==> src/rtl/fan_pwm_pkg.sv <==
package fan_pwm_pkg;

    typedef enum logic [2:0] {
        BHV_SENS_A  = 3'b000,
        BHV_LOCAL   = 3'b001,
        BHV_SENS_B  = 3'b010,
        BHV_FULL    = 3'b011,
        BHV_OFF     = 3'b100,
        BHV_MAX_LB  = 3'b101,
        BHV_MAX_ALL = 3'b110,
        BHV_MANUAL  = 3'b111
    } bhv_e;

    typedef struct packed {
        bhv_e       bhv;
        logic       invert;
        logic       slow;
        logic [2:0] tmo;
    } chan_cfg_t;

    typedef enum logic [1:0] {
        SP_IDLE = 2'd0,
        SP_KICK = 2'd1,
        SP_RUN  = 2'd2
    } spin_e;

    localparam logic [7:0]  CFG_RST      = 8'h82;
    localparam logic [1:0]  ADDR_CFG     = 2'd0;
    localparam logic [1:0]  ADDR_MAN     = 2'd1;
    localparam logic [1:0]  ADDR_LIM_LO  = 2'd2;
    localparam logic [1:0]  ADDR_LIM_HI  = 2'd3;
    localparam int          MS_W         = 12;

    function automatic logic [MS_W-1:0] tmo_ms(input logic [2:0] code);
        logic [MS_W-1:0] r;
        case (code)
            3'd1:    r = 12'd100;
            3'd2:    r = 12'd250;
            3'd3:    r = 12'd400;
            3'd4:    r = 12'd667;
            3'd5:    r = 12'd1000;
            3'd6:    r = 12'd2000;
            3'd7:    r = 12'd4000;
            default: r = 12'd0;
        endcase
        return r;
    endfunction

    function automatic logic [7:0] max2(input logic [7:0] a, input logic [7:0] b);
        return (a > b) ? a : b;
    endfunction

endpackage

==> src/rtl/fan_tach_meter.sv <==
module fan_tach_meter #(
    parameter int DEB_CYCLES = 4,
    parameter int PER_W      = 16
) (
    input  logic             clk_i,
    input  logic             rst_i,
    input  logic             ce_i,
    input  logic             tach_i,
    output logic             edge_o,
    output logic [PER_W-1:0] period_o
);
    localparam int DBW = (DEB_CYCLES > 2) ? $clog2(DEB_CYCLES) : 1;
    localparam logic [DBW-1:0]   DEB_LAST = DBW'(DEB_CYCLES - 1);
    localparam logic [PER_W-1:0] PER_SAT  = '1;

    logic             sync1_q, sync2_q, filt_q;
    logic [DBW-1:0]   dbc_q;
    logic [PER_W-1:0] per_q, period_q;

    assign edge_o   = sync2_q && !filt_q && (dbc_q == DEB_LAST);
    assign period_o = period_q;

    always_ff @(posedge clk_i) begin
        if (rst_i) begin
            sync1_q <= 1'b0;
            sync2_q <= 1'b0;
        end else begin
            sync1_q <= tach_i;
            sync2_q <= sync1_q;
        end
    end

    always_ff @(posedge clk_i) begin
        if (rst_i) begin
            filt_q <= 1'b0;
            dbc_q  <= '0;
        end else if (sync2_q == filt_q) begin
            dbc_q <= '0;
        end else if (dbc_q == DEB_LAST) begin
            filt_q <= sync2_q;
            dbc_q  <= '0;
        end else begin
            dbc_q <= dbc_q + 1'b1;
        end
    end

    always_ff @(posedge clk_i) begin
        if (rst_i) begin
            per_q    <= '0;
            period_q <= PER_SAT;
        end else begin
            if (edge_o) begin
                per_q    <= '0;
                period_q <= (per_q == PER_SAT) ? PER_SAT : per_q + 1'b1;
            end else if (ce_i && per_q != PER_SAT) begin
                per_q <= per_q + 1'b1;
            end
        end
    end
endmodule

==> src/rtl/fan_spinup_ctrl.sv <==
module fan_spinup_ctrl
    import fan_pwm_pkg::*;
(
    input  logic        clk_i,
    input  logic        rst_i,
    input  logic        off_i,
    input  logic [2:0]  tmo_i,
    input  logic [15:0] lim_i,
    input  logic        ms_tick_i,
    input  logic        edge_i,
    output logic        full_o,
    output logic        forced_o,
    output logic        fault_o,
    output spin_e       state_o
);
    spin_e           state_q;
    logic            edges_q;
    logic [MS_W-1:0] ms_q;
    logic            forced_q, fault_q;
    logic            hit, lim_ok;

    assign hit     = (tmo_i != 3'd0) && ms_tick_i && (ms_q == tmo_ms(tmo_i) - 1'b1);
    assign lim_ok  = (lim_i != 16'h0000) && (lim_i != 16'hFFFF);
    assign full_o  = ((state_q == SP_IDLE) && !off_i) || (state_q == SP_KICK);
    assign forced_o = forced_q;
    assign fault_o  = fault_q;
    assign state_o  = state_q;

    always_ff @(posedge clk_i) begin
        if (rst_i) begin
            state_q  <= SP_IDLE;
            edges_q  <= 1'b0;
            ms_q     <= '0;
            forced_q <= 1'b0;
            fault_q  <= 1'b0;
        end else begin
            if (edge_i) begin
                forced_q <= 1'b0;
                fault_q  <= 1'b0;
            end
            unique case (state_q)
                SP_IDLE: begin
                    forced_q <= 1'b0;
                    fault_q  <= 1'b0;
                    if (!off_i) begin
                        state_q <= SP_KICK;
                        edges_q <= 1'b0;
                        ms_q    <= '0;
                    end
                end
                SP_KICK: begin
                    if (off_i) begin
                        state_q  <= SP_IDLE;
                        forced_q <= 1'b0;
                        fault_q  <= 1'b0;
                    end else if (edge_i && edges_q) begin
                        state_q <= SP_RUN;
                    end else begin
                        if (edge_i) edges_q <= 1'b1;
                        if (ms_tick_i) ms_q <= ms_q + 1'b1;
                        if (hit) begin
                            state_q  <= SP_RUN;
                            forced_q <= 1'b1;
                            fault_q  <= lim_ok;
                        end
                    end
                end
                default: begin
                    if (off_i) begin
                        state_q  <= SP_IDLE;
                        forced_q <= 1'b0;
                        fault_q  <= 1'b0;
                    end
                end
            endcase
        end
    end
endmodule

==> src/rtl/fan_duty_path.sv <==
module fan_duty_path
    import fan_pwm_pkg::*;
#(
    parameter int RAMP_MS = 1
) (
    input  logic       clk_i,
    input  logic       rst_i,
    input  bhv_e       bhv_i,
    input  logic       slow_i,
    input  logic       ms_tick_i,
    input  logic [7:0] duty_a_i,
    input  logic [7:0] duty_loc_i,
    input  logic [7:0] duty_b_i,
    input  logic [7:0] duty_man_i,
    output logic [7:0] ramp_o
);
    localparam int RDW = $clog2(4 * RAMP_MS + 1);
    localparam logic [RDW-1:0] FAST_LAST = RDW'(RAMP_MS - 1);
    localparam logic [RDW-1:0] SLOW_LAST = RDW'(4 * RAMP_MS - 1);

    logic [7:0]     target;
    logic [7:0]     ramp_q;
    logic [RDW-1:0] rdiv_q;
    logic [RDW-1:0] rdiv_last;
    logic           step;

    always_comb begin
        unique case (bhv_i)
            BHV_SENS_A:  target = duty_a_i;
            BHV_LOCAL:   target = duty_loc_i;
            BHV_SENS_B:  target = duty_b_i;
            BHV_FULL:    target = 8'hFF;
            BHV_MAX_LB:  target = max2(duty_loc_i, duty_b_i);
            BHV_MAX_ALL: target = max2(duty_a_i, max2(duty_loc_i, duty_b_i));
            BHV_MANUAL:  target = duty_man_i;
            default:     target = 8'h00;
        endcase
    end

    assign rdiv_last = slow_i ? SLOW_LAST : FAST_LAST;
    assign step      = ms_tick_i && (rdiv_q >= rdiv_last);
    assign ramp_o    = ramp_q;

    always_ff @(posedge clk_i) begin
        if (rst_i || bhv_i == BHV_OFF) begin
            ramp_q <= 8'h00;
            rdiv_q <= '0;
        end else if (ms_tick_i) begin
            rdiv_q <= step ? '0 : rdiv_q + 1'b1;
            if (step) begin
                if (ramp_q < target)      ramp_q <= ramp_q + 1'b1;
                else if (ramp_q > target) ramp_q <= ramp_q - 1'b1;
            end
        end
    end
endmodule

==> src/rtl/fan_pwm_channel.sv <==
module fan_pwm_channel
    import fan_pwm_pkg::*;
#(
    parameter int PWM_CE_DIV = 1,
    parameter int RAMP_MS    = 1,
    parameter int DEB_CYCLES = 4
) (
    input  logic        clk_i,
    input  logic        rst_i,
    input  logic        wr_en_i,
    input  logic [1:0]  addr_i,
    input  logic [7:0]  wr_data_i,
    output logic [7:0]  rd_data_o,
    input  logic        lock_i,
    input  logic [7:0]  duty_a_i,
    input  logic [7:0]  duty_loc_i,
    input  logic [7:0]  duty_b_i,
    input  logic        tach_i,
    input  logic        ms_tick_i,
    output logic        pwm_o,
    output logic        fan_fault_o,
    output logic [15:0] tach_period_o
);
    chan_cfg_t   cfg_q;
    logic [7:0]  man_q;
    logic [15:0] lim_q;
    logic        cfg_we, man_we;
    logic        ce;
    logic [7:0]  cnt_q;
    logic        tach_edge;
    logic [15:0] meas_period;
    logic        off, spin_full, forced;
    spin_e       spin_state;
    logic [7:0]  ramp_duty, duty_eff;
    logic        raw;

    assign cfg_we = wr_en_i && (addr_i == ADDR_CFG) && !lock_i;
    assign man_we = wr_en_i && (addr_i == ADDR_MAN) && !lock_i && (cfg_q.bhv == BHV_MANUAL);

    always_ff @(posedge clk_i) begin
        if (rst_i) begin
            cfg_q <= chan_cfg_t'(CFG_RST);
            man_q <= 8'h00;
            lim_q <= 16'hFFFF;
        end else begin
            if (cfg_we) cfg_q <= chan_cfg_t'(wr_data_i);
            if (man_we) man_q <= wr_data_i;
            if (wr_en_i && addr_i == ADDR_LIM_LO) lim_q[7:0]  <= wr_data_i;
            if (wr_en_i && addr_i == ADDR_LIM_HI) lim_q[15:8] <= wr_data_i;
        end
    end

    always_comb begin
        unique case (addr_i)
            ADDR_CFG:    rd_data_o = cfg_q;
            ADDR_MAN:    rd_data_o = man_q;
            ADDR_LIM_LO: rd_data_o = lim_q[7:0];
            default:     rd_data_o = lim_q[15:8];
        endcase
    end

    generate
        if (PWM_CE_DIV <= 1) begin : g_ce_every
            assign ce = 1'b1;
        end else begin : g_ce_div
            localparam int PSW = $clog2(PWM_CE_DIV);
            logic [PSW-1:0] pre_q;
            assign ce = (pre_q == PSW'(PWM_CE_DIV - 1));
            always_ff @(posedge clk_i) begin
                if (rst_i || ce) pre_q <= '0;
                else             pre_q <= pre_q + 1'b1;
            end
        end
    endgenerate

    always_ff @(posedge clk_i) begin
        if (rst_i)   cnt_q <= 8'h00;
        else if (ce) cnt_q <= cnt_q + 1'b1;
    end

    fan_tach_meter #(.DEB_CYCLES(DEB_CYCLES), .PER_W(16)) u_tach (
        .clk_i    (clk_i),
        .rst_i    (rst_i),
        .ce_i     (ce),
        .tach_i   (tach_i),
        .edge_o   (tach_edge),
        .period_o (meas_period)
    );

    assign off = (cfg_q.bhv == BHV_OFF);

    fan_spinup_ctrl u_spin (
        .clk_i     (clk_i),
        .rst_i     (rst_i),
        .off_i     (off),
        .tmo_i     (cfg_q.tmo),
        .lim_i     (lim_q),
        .ms_tick_i (ms_tick_i),
        .edge_i    (tach_edge),
        .full_o    (spin_full),
        .forced_o  (forced),
        .fault_o   (fan_fault_o),
        .state_o   (spin_state)
    );

    fan_duty_path #(.RAMP_MS(RAMP_MS)) u_duty (
        .clk_i      (clk_i),
        .rst_i      (rst_i),
        .bhv_i      (cfg_q.bhv),
        .slow_i     (cfg_q.slow),
        .ms_tick_i  (ms_tick_i),
        .duty_a_i   (duty_a_i),
        .duty_loc_i (duty_loc_i),
        .duty_b_i   (duty_b_i),
        .duty_man_i (man_q),
        .ramp_o     (ramp_duty)
    );

    assign duty_eff      = off ? 8'h00 : (spin_full ? 8'hFF : ramp_duty);
    assign raw           = (duty_eff == 8'hFF) || (cnt_q < duty_eff);
    assign pwm_o         = raw ^ cfg_q.invert;
    assign tach_period_o = forced ? 16'hFFFF : meas_period;
endmodule

==> config.mk <==
export PLATFORM = sky130hd
export DESIGN_NAME = fan_pwm_channel
export DESIGN_NICKNAME = d
export VERILOG_FILES = /design/src/rtl/fan_pwm_pkg.sv /design/src/rtl/fan_tach_meter.sv /design/src/rtl/fan_spinup_ctrl.sv /design/src/rtl/fan_duty_path.sv /design/src/rtl/fan_pwm_channel.sv
export SDC_FILE = /design/constraint.sdc
export NUM_CORES = 1
export LEC_CHECK = 0
export BUFFER_PORTS_ARGS = -buffer_cell sky130_fd_sc_hd__clkbuf_2
export CORE_ASPECT_RATIO = 1.4
export CORE_MARGIN = 8
export CORE_UTILIZATION = 30
export CTS_CLUSTER_SIZE = 40
export DETAILED_ROUTE_END_ITERATION = 10
export HOLD_SLACK_MARGIN = 0.06
export MAX_ROUTING_LAYER = met4
export PLACE_DENSITY = 0.47
export SLEW_MARGIN = 30
export SYNTH_ARGS = -nofsm -noshare
export SYNTH_HDL_FRONTEND = slang
export SYNTH_SLANG_ARGS = --single-unit
==> constraint.sdc <==
create_clock -name clk_i -period 8.55 [get_ports clk_i]
set_input_delay 2.565 -clock clk_i [delete_from_list [all_inputs] [get_ports clk_i]]
set_output_delay 2.565 -clock clk_i [all_outputs]
set_load 0.02 [all_outputs]
* Yosys cells after proc, flatten, opt, wreduce, memory -nomap -nowiden
Cells that the tools add are included.
** Word-level totals
- Flip-flop bits (word level) :: 105
- Latch bits :: 0
- Memory bits (writable) :: 0
- ROM bits :: 0
- Input port bits :: 40
- Memories kept :: 0
** Cells by class
- Add/subtract/negate cells :: 8
- Multipliers :: 0
- Divide/modulo/power cells :: 0
- Order comparisons :: 6
- Equal/unequal tests :: 31
- Shift-type cells :: 0
- Mux-type cells :: 41
- Bitwise logic cells :: 2
- Reductions and logical operators :: 36
** Operators by type and width (count)
- one-hot mux 12 bit (7 select lines) :: 1
- one-hot mux 8 bit (7 select lines) :: 1
- 2-to-1 mux 12 bit :: 4
- 2-to-1 mux 8 bit :: 6
- 2-to-1 mux 16 bit :: 2
- inequality test 16 bit (second input constant) :: 2
- == test 3 bit (second input constant) :: 8
- > comparator 8 bit :: 3
- one-hot mux 12 bit (2 select lines) :: 1
- one-hot mux 8 bit (3 select lines) :: 1
- adder 16 x 1 -> 16 bit (second input constant) :: 1
- adder 8 x 1 -> 8 bit (second input constant) :: 2
- == test 16 bit (second input constant) :: 1
- < comparator 8 bit :: 2
- nonzero test 16 bit :: 1
- logical AND 1 bit :: 15
- 2-to-1 mux 1 bit :: 14
- adder 12 x 1 -> 12 bit (second input constant) :: 1
- == test 12 bit :: 1
- == test 3 x 2 -> 1 bit (second input constant) :: 4
- 2-to-1 mux 2 bit :: 6
- subtractor 12 x 1 -> 12 bit (second input constant) :: 1
- AND reduction 5 bit :: 2
- == test 8 bit (second input constant) :: 1
- other kinds (26) :: 43

* Longest topological paths before layout
Gate-level depths: netlist (run 1).
- Depth after elaboration :: 9
- Mapped depth :: 32
- Gate-level depth less buffers :: 32

* Cells and area by module
A second synthesis (run 1) with hierarchy kept.
** Second synthesis, totals
- Cells, all modules :: 815
- Area, all modules :: 6862.8 um2
** Modules (own cells, without submodules)
- fan_pwm_channel :: instances 1, cells each 216, area an instance 2045.7 um2
- fan_duty_path :: instances 1, cells each 245, area an instance 1874.3 um2
- fan_tach_meter :: instances 1, cells each 195, area an instance 1666.6 um2
- fan_spinup_ctrl :: instances 1, cells each 159, area an instance 1276.2 um2

* Least setup slack after synthesis (run 1)
No wires, ideal clock.
- Kind :: input port to flip-flop
- Start point :: input port duty_b_i[5]
- End point :: register u_duty.ramp_q[7], in the netlist u_duty.ramp_o[7]
- Setup time :: 0.071 ns
- Arrival :: 8.550 ns
- Data required time :: 8.479 ns
- Path slack :: -0.071 ns
- Stages on the path :: 30
- Cells stage by stage :: inv_1 ha_1 a211oi_1 nor2_1 o22a_2 nor2_2 mux2_2 inv_1 ha_1 and4_1 a21oi_1 nand2_1 nor3_1 a31oi_2 or2_1 a311oi_1 ha_1 a21o_1 a21o_1 a21oi_1 o21ai_1 ha_1 a21o_1 a21oi_1 nor2b_1 o21a_1 o41ai_1 xor2_1 or3_1 a21oi_1
** Between the ends
- Cells in the longest elaborated chain, start to end :: 8
** RTL lines
- start, declared :: RTL line fan_pwm_channel.sv:17 : input logic [7:0] duty_b_i,
- > comparator 8 bit :: RTL line fan_pwm_pkg.sv:50 : return (a > b) ? a : b;
- 2-to-1 mux 8 bit :: RTL line fan_pwm_pkg.sv:50
- > comparator 8 bit :: RTL line fan_pwm_pkg.sv:50
- 2-to-1 mux 8 bit :: RTL line fan_pwm_pkg.sv:50
- one-hot mux 8 bit (7 select lines) * :: RTL line fan_duty_path.sv:28 : unique case (bhv_i)
- > comparator 8 bit or < comparator 8 bit (tied branches) :: RTL line fan_duty_path.sv:52, fan_duty_path.sv:51
- nonzero test 2 bit (no line)
- AND reduction 3 bit (no line)
- end signal, assigned :: RTL line fan_duty_path.sv:51 : if (ramp_q < target) ramp_q <= ramp_q + 1'b1;
- end signal, assigned :: RTL line fan_duty_path.sv:52 : else if (ramp_q > target) ramp_q <= ramp_q - 1'b1;
- end, declared :: RTL line fan_duty_path.sv:22 : logic [7:0] ramp_q;
Every way passes the cells marked *; elsewhere a longest branch is shown, timed or not.
A chain may end at the register's enable or synchronous reset.

* Final worst setup path (run 1)
- Start point :: input port duty_b_i[1]
- End point :: register u_duty.ramp_q[7], in the netlist u_duty.ramp_o[7]
The elaborated chain is that of the path after synthesis.

==> impl_metrics.tcl, run 1 <==
set metrics [dict create \
    status "completed" \
    nets 969 \
    die_h_um 192 \
    synth_edf_count 0 \
    cts-buffers-inserted 9 \
    worst_setup_path_start_kind "input port" \
    synth_seq_cells 105 \
    synth_compound_area_share_pct 16.3 \
    synth_area_per_cell_um2 8.21 \
    firstDrtPassIters 4 \
    num_vias 5930 \
    worst_ep_arrival_time_ps 8540 \
    tightest_slew_ps 694 \
    gp_congestion 0.861 \
    drt_iter0_markers 252 \
    wire_per_inst_um 15.5 \
    die_area_mm2 0.0272 \
    p_int_mw 0.825 \
    power_frac_seq_pct 43.0 \
    ioPinCount 66 \
    root_buffer "clkbuf_16" \
    gr-total-overflow 0 \
    fin_crit_sh_pct 96.5 \
    fmax_mhz 121 \
    antenna_found_initial 0 \
    via_per_inst 5.00 \
    clockPowerShare_pct 35.6 \
    dp_hpwl_um 14100 \
    clockBufferDepth 2 \
    fin_skew_ps 14.3 \
    switching_power_mw 0.365 \
    synth_fp_nets 893 \
    start_util_pct 30.5 \
    rows 64 \
    ys_warn_count 0 \
    drc 0 \
    clk_latency_ps 350 \
    core_area_mm2 0.0218 \
    ir_drop_mv 0.0869 \
    setup_slack_ps 295 \
    synth-async-reset-ratio_pct 0 \
    dieWidth_um 142 \
    synth_mux_area_share_pct 8.37 \
    grt_max_degree 67 \
    slowest_stage "a211oi_4" \
    p_per_area_mw_per_mm2 150 \
    routed_wl_um 18400 \
    cts_hold_buf 0 \
    setup_viol_count_final 0 \
    dp_slack_ps -395 \
    path_clk_slew_ps 80 \
    fillerInstances 2317 \
    syn-instance-count 808 \
    hold_path.class "register to register" \
    area_growth_syn_to_layout_pct 19.3 \
    cp_common_cell "ha_1" \
    critPathMaxStageDelay_ps 330 \
    worstSetupEndpointType "register" \
    synth_ff_type "dfxtp_1" \
    n_antenna_cell 0 \
    slew_violations 0 \
    synthSimpleGateAreaFrac_pct 25.9 \
    drv_cap 0 \
    cts_sinks 105 \
    synth_fa_ha_area_share_pct 8.60 \
    synth-xor-area-share_pct 5.15 \
    syn_area_mm2 0.00664 \
    grt_pass1_vias 5885 \
    post_route_cells_drive_above_1_share_pct 20.8 \
    path_max_fanout 5 \
    grt_first_pass_wirelength_um 30000 \
    leakage_nw 3.07 \
    synth_top_family_by_area "simple AND/OR/NAND/NOR gates" \
    ys_seq_area_share_pct 31.7 \
    layout_min_cycle_time_ps 8250 \
    hold_slack_ps 437 \
    path_buf_inv 4 \
    setup.worst_path.class "input port to register" \
    htree_levels 3 \
    pwr-share-comb_pct 21.4 \
    swShare_pct 30.7 \
    slew_headroom_pct 53.8 \
    crit_required_ps 8840 \
    portBuffers 65 \
    finalHoldViolCount 0 \
    synth_cell_types 70 \
    cts_tree "yes" \
    drtAntennaViolNets 0 \
    grt_usage_pct 14.1 \
    cp_top_family "compound AO/OA/AOI/OAI gates" \
]
## cell usage after synthesis (all sizes together) (3+ instances only)
master,n,area (um^2)
mux2i,33,330
a21oi,30,154
o211ai,4,35.0
and4,3,26.3
inv,29,109
o31ai,4,35.0
xor2,20,175
ha,44,551
nand2b,11,68.8
a21o,8,60.1
dfxtp,105,2100
o221ai,3,26.3
nor4,9,56.3
nand2,75,282
and3,8,50.1
clkbuf,32,120
a211oi,7,67.6
and2,3,18.8
a221oi,6,52.6
o21a,3,22.5
nor2b,14,87.6
nor3,10,55.1
nand3,23,115
a211o,20,175
o21ai,42,210
nor2,118,445
nand3b,19,143
mux2,4,45.0
a31oi,6,43.8
buf,9,38.8
mux4,8,180
xnor2,19,166
or2,21,131
nand4,16,100
or3,9,56.3
## worst paths after layout
kind	from	to	slack, ps	cells after the start
max reg2reg	cfg_q[6]	u_duty.ramp_o[7]	4340	18
max	duty_b_i[1]	u_duty.ramp_o[7]	300	32
min reg2reg	u_tach.dbc_q[0]	u_tach.dbc_q[0]	440	1
min	u_tach.dbc_q[0]	u_tach.dbc_q[0]	440	1
## flip-flops by register name, indices dropped and copies added, names as in the netlist, 2 cells and up
signal,count
cfg_q,8
u_spin.state_o,2
man_q,8
u_tach.per_q,16
u_duty.ramp_o,8
lim_q,16
u_duty.rdiv_q,3
u_spin.ms_q,12
u_tach.dbc_q,2
cnt_q,8
u_tach.period_o,16
## per-stage QoR
| stage | std cells | util, % | TNS, ps | power, mW | area, um^2 |
|---|---|---|---|---|---|
| after global routing | 1186 | 36.3 | -30.9 | 1.26 | 7920 |
| after CTS | 1183 | 35.7 | 0 | 1.20 | 7780 |
| after global placement | 1167 | 34.3 | -387 | 0.768 | 7470 |
| after floorplan | 808 | - | 0 | 0.681 | 6650 |
| after detailed placement | 1167 | 34.3 | -605 | 0.769 | 7470 |
| final | 1186 | 36.3 | 0 | 1.19 | 7920 |
## cells by family after synthesis
kind of cell / count (synthesis)
buffers and inverters: 70
AOI/OAI and AO/OA: 155
muxes: 45
xor gates and xnor gates: 39
adders and majority gates: 45
and+or+nand+nor: 349
DFF: 105
## power by group through the flow
stage,logic (mW),registers [mW],clock network [mW]
floorplan,0.164,0.517,0
global placement,0.245,0.523,0
detailed placement,0.246,0.523,0
CTS,0.247,0.511,0.437
global route,0.286,0.513,0.457
finish,0.255,0.511,0.423
## cells in the final DEF, fill, tap and decap left out, drive strengths merged, types with 21 or more instances in the layout
| cell | n |
|---|---|
| ha | 44 |
| buf | 41 |
| inv | 33 |
| a21oi | 30 |
| nand3 | 23 |
| dfxtp | 105 |
| nor2 | 118 |
| o21ai | 42 |
| mux2i | 33 |
| nand2 | 75 |
| or2 | 21 |
| clkbuf | 74 |
## per-layer routing
layer  share of wire, %  track usage, %  up-vias  routed length (um)
li1                   -               -     3030                   -
met1                 44            15.7     2794                8080
met2                 52            25.1       84                9570
met3                2.2            1.74       22                 414
met4                2.1            5.39        0                 382
met5                  0               -        -                   0
## worst register-to-register path, stage by stage, from the launching register on
cell and delay, ps:
dfxtp_1 310, buf_4 330, nand3b_1 330, o31ai_4 480, a221oi_1 210, ha_1 220
a21o_1 150, a21o_1 180, a21oi_2 140, o21ai_2 90, ha_1 270, a21o_1 180
a21oi_2 130, nor2b_1 60, o21a_1 190, o41ai_2 310, xor2_1 120, or3_1 330
a21oi_2 110
## final cells by class
class / count / area [um^2] / share of cell area (%)
Clock buffer: 9 / 225 / 2.84
Clock inverter: 7 / 80.1 / 1.01
Inverter: 29 / 109 / 1.38
Multi-Input combinational cell: 633 / 4400 / 55.5
Sequential cell: 105 / 2100 / 26.6
Tap cell: 297 / 372 / 4.69
Timing Repair Buffer: 106 / 633 / 8.00
## repair_timing
item,in CTS,in global routing
setup buffers,0,3
gates resized for setup,1,22
pin swaps,0,13
endpoints found under the setup margin,1,2
Note: power is estimated with default switching activity, not from simulation.
==> run 2: changes to the inputs <==
- ABC_AREA: not set -> 1
- TNS_END_PERCENT: not set -> 20
==> impl_metrics.tcl, run 2 <==
set metrics [dict create \
    status "completed" \
    setup.worst_path.class "input port to register" \
    cts-buffers-inserted 9 \
    synth_fp_nets 1035 \
    met3_length_um 393 \
    slew_headroom_pct 39.9 \
    slowest_stage "nand3b_2" \
    hold_path.class "register to register" \
    htree_levels 3 \
    cts_hold_buf 0 \
    dieWidth_um 141 \
    synth_top_family_by_area "simple AND/OR/NAND/NOR gates" \
    n_antenna_cell 0 \
    ys_warn_count 0 \
    grt_first_pass_wirelength_um 31200 \
    layout_min_cycle_time_ps 7540 \
    synth_compound_area_share_pct 16.7 \
    start_util_pct 30.3 \
    synth_top_area_share_pct 31.8 \
    cts_tree "yes" \
    setup_viol_count_final 0 \
    cts_sinks 105 \
    design_area_mm2 0.00756 \
    drv_cap 0 \
    ir_drop_mv 0.0804 \
    synth_edf_count 0 \
    clockBufferDepth 2 \
    post_cts_buffers 0 \
    syn_area_mm2 0.00661 \
    met1_length_um 8160 \
    synthTopCellsByCount "159 x nand2_1, 137 x inv_1, 122 x nor2_1" \
    die_area_mm2 0.0271 \
    ys_top_cells_by_area "dfxtp_1 32%, nand2_1 9.0%, ha_1 8.3%" \
    core_area_mm2 0.0218 \
    slew_violations 0 \
    drc 0 \
    cp_top_family "simple AND/OR/NAND/NOR gates" \
    synth_largest_area_cell "dfxtp_1" \
    die_h_um 192 \
    synth-xor-area-share_pct 2.65 \
    path_buf_inv 5 \
    rows 64 \
    fin_skew_ps 12.0 \
    ioPinCount 66 \
    yosysMostFrequentCell "nand2_1" \
    mostFrequentLayoutCell "nand2_1" \
    synth_fa_ha_area_share_pct 8.64 \
    dp_hpwl_um 14800 \
    drtAntennaViolNets 0 \
    worstSetupEndpointType "register" \
    portBuffers 65 \
    gr-total-overflow 0 \
    rsz0062_at_grt "no" \
    num_vias 6196 \
    synth_cell_types 53 \
    leakage_nw 3.35 \
    placed_cell_area_mm2 0.00724 \
    wire_per_inst_um 14.2 \
    worst_ep_arrival_time_ps 7840 \
    critPathMaxStageDelay_ps 480 \
    firstDrtPassIters 4 \
    fmax_mhz 133 \
    clk_latency_ps 360 \
    synth-async-reset-ratio_pct 0 \
    drt_iter0_markers 260 \
    cp_common_cell "nand2_1" \
    area_growth_syn_to_layout_pct 14.5 \
    top_layer_used "met4" \
    path_max_fanout 16 \
    final_cell_mix "159 x nand2_1, 137 x inv_1, 121 x nor2_1, 105 x dfxtp_1, 80 x o21ai_0" \
    grt_usage_pct 14.7 \
    cts_resized 0 \
    via_per_inst 4.72 \
    tns_ps 0 \
    synth_seq_cells 105 \
    post_route_cells_drive_above_1_share_pct 14.6 \
    synth_area_per_cell_um2 6.95 \
    grt_pass1_vias 6302 \
    crit_required_ps 8840 \
    path_clk_slew_ps 80 \
    synth_mux_area_share_pct 0 \
    p_per_area_mw_per_mm2 161 \
    met2_length_um 9770 \
    nets 1097 \
    gp_congestion 0.855 \
    syn-instance-count 950 \
    finalHoldViolCount 0 \
    tightest_slew_ps 895 \
    fin_crit_sh_pct 88.2 \
    worst_setup_path_start_kind "input port" \
    synth_ff_type "dfxtp_1" \
    routed_wl_um 18700 \
    root_buffer "clkbuf_16" \
    synthSimpleGateAreaFrac_pct 30.2 \
    ys_seq_area_share_pct 31.8 \
    antenna_found_initial 0 \
    grt_max_degree 36 \
    hold_slack_ps 406 \
]
## run 2: cell count changes after synthesis, moves of 14 or more
| cell | change |
|---|---|
| nand3_1 | +32 |
| a21oi_1 | +21 |
| mux2i_1 | -33 |
| inv_1 | +108 |
| a211o_1 | -15 |
| clkbuf_1 | -22 |
| nand2_1 | +84 |
| nor2b_1 | -14 |
| nand3b_1 | -16 |
| o21ai_0 | +39 |
## run 2: report_power, final
part | leakage [nW] | total, mW | internal [mW] | switching [mW]
Clock | 0.155 | 0.452 | 0.237 | 0.215
Sequential | 0.852 | 0.513 | 0.500 | 0.0132
Combinational | 2.34 | 0.255 | 0.0923 | 0.163
Total | 3.35 | 1.22 | 0.830 | 0.391
## run 2: stage by stage
step | utilization (%) | power [mW] | worst slack (ps) | cells
4_1_cts | 34.7 | 1.24 | 1030 | 1314
2_1_floorplan | - | 0.709 | 684 | 950
6_report | 34.7 | 1.22 | 1010 | 1314
3_3_place_gp | 33.2 | 0.783 | 698 | 1298
5_1_grt | 34.7 | 1.30 | 357 | 1314
3_5_place_dp | 33.2 | 0.782 | 664 | 1298
## run 2: kinds of logic after synthesis
| kind of cell | Yosys count |
|---|---|
| xor+xnor | 20 |
| fa+ha+maj | 45 |
| simple gates | 426 |
| flops | 105 |
| compound gates | 187 |
| buf+inv | 167 |
## run 2: worst register-to-register path, delay by kind of cell (launching register included)
family | cells | cell delay [ps]
simple gates | 8 | 1010
fa+ha+maj | 2 | 550
flops | 1 | 410
compound gates | 11 | 1720
buf+inv | 3 | 550
## run 2: cell type report
class | count | area [um^2]
Fill cell | 2427 | 14200
Multi-Input combinational cell | 678 | 3840
Sequential cell | 105 | 2100
Inverter | 147 | 552
Tap cell | 297 | 372
Timing Repair Buffer | 71 | 370
Clock buffer | 9 | 225
Clock inverter | 7 | 96.3
## run 2: path summary, 6_finish.rpt
kind	from	to	slack, ps	depth (start not counted)
hold / removal	u_tach.sync1_q	u_tach.sync2_q	410	2
setup reg to reg	cfg_q[5]	u_duty.ramp_o[7]	4260	24
setup / recovery	duty_b_i[7]	u_duty.ramp_o[7]	1010	38
hold reg to reg	u_tach.sync1_q	u_tach.sync2_q	410	2
## run 2: metal layers
metal	track usage (%)	up-vias
met5	-	-
met4	4.72	0
met3	2.02	23
met2	26.9	77
met1	16.0	2822
li1	-	3274
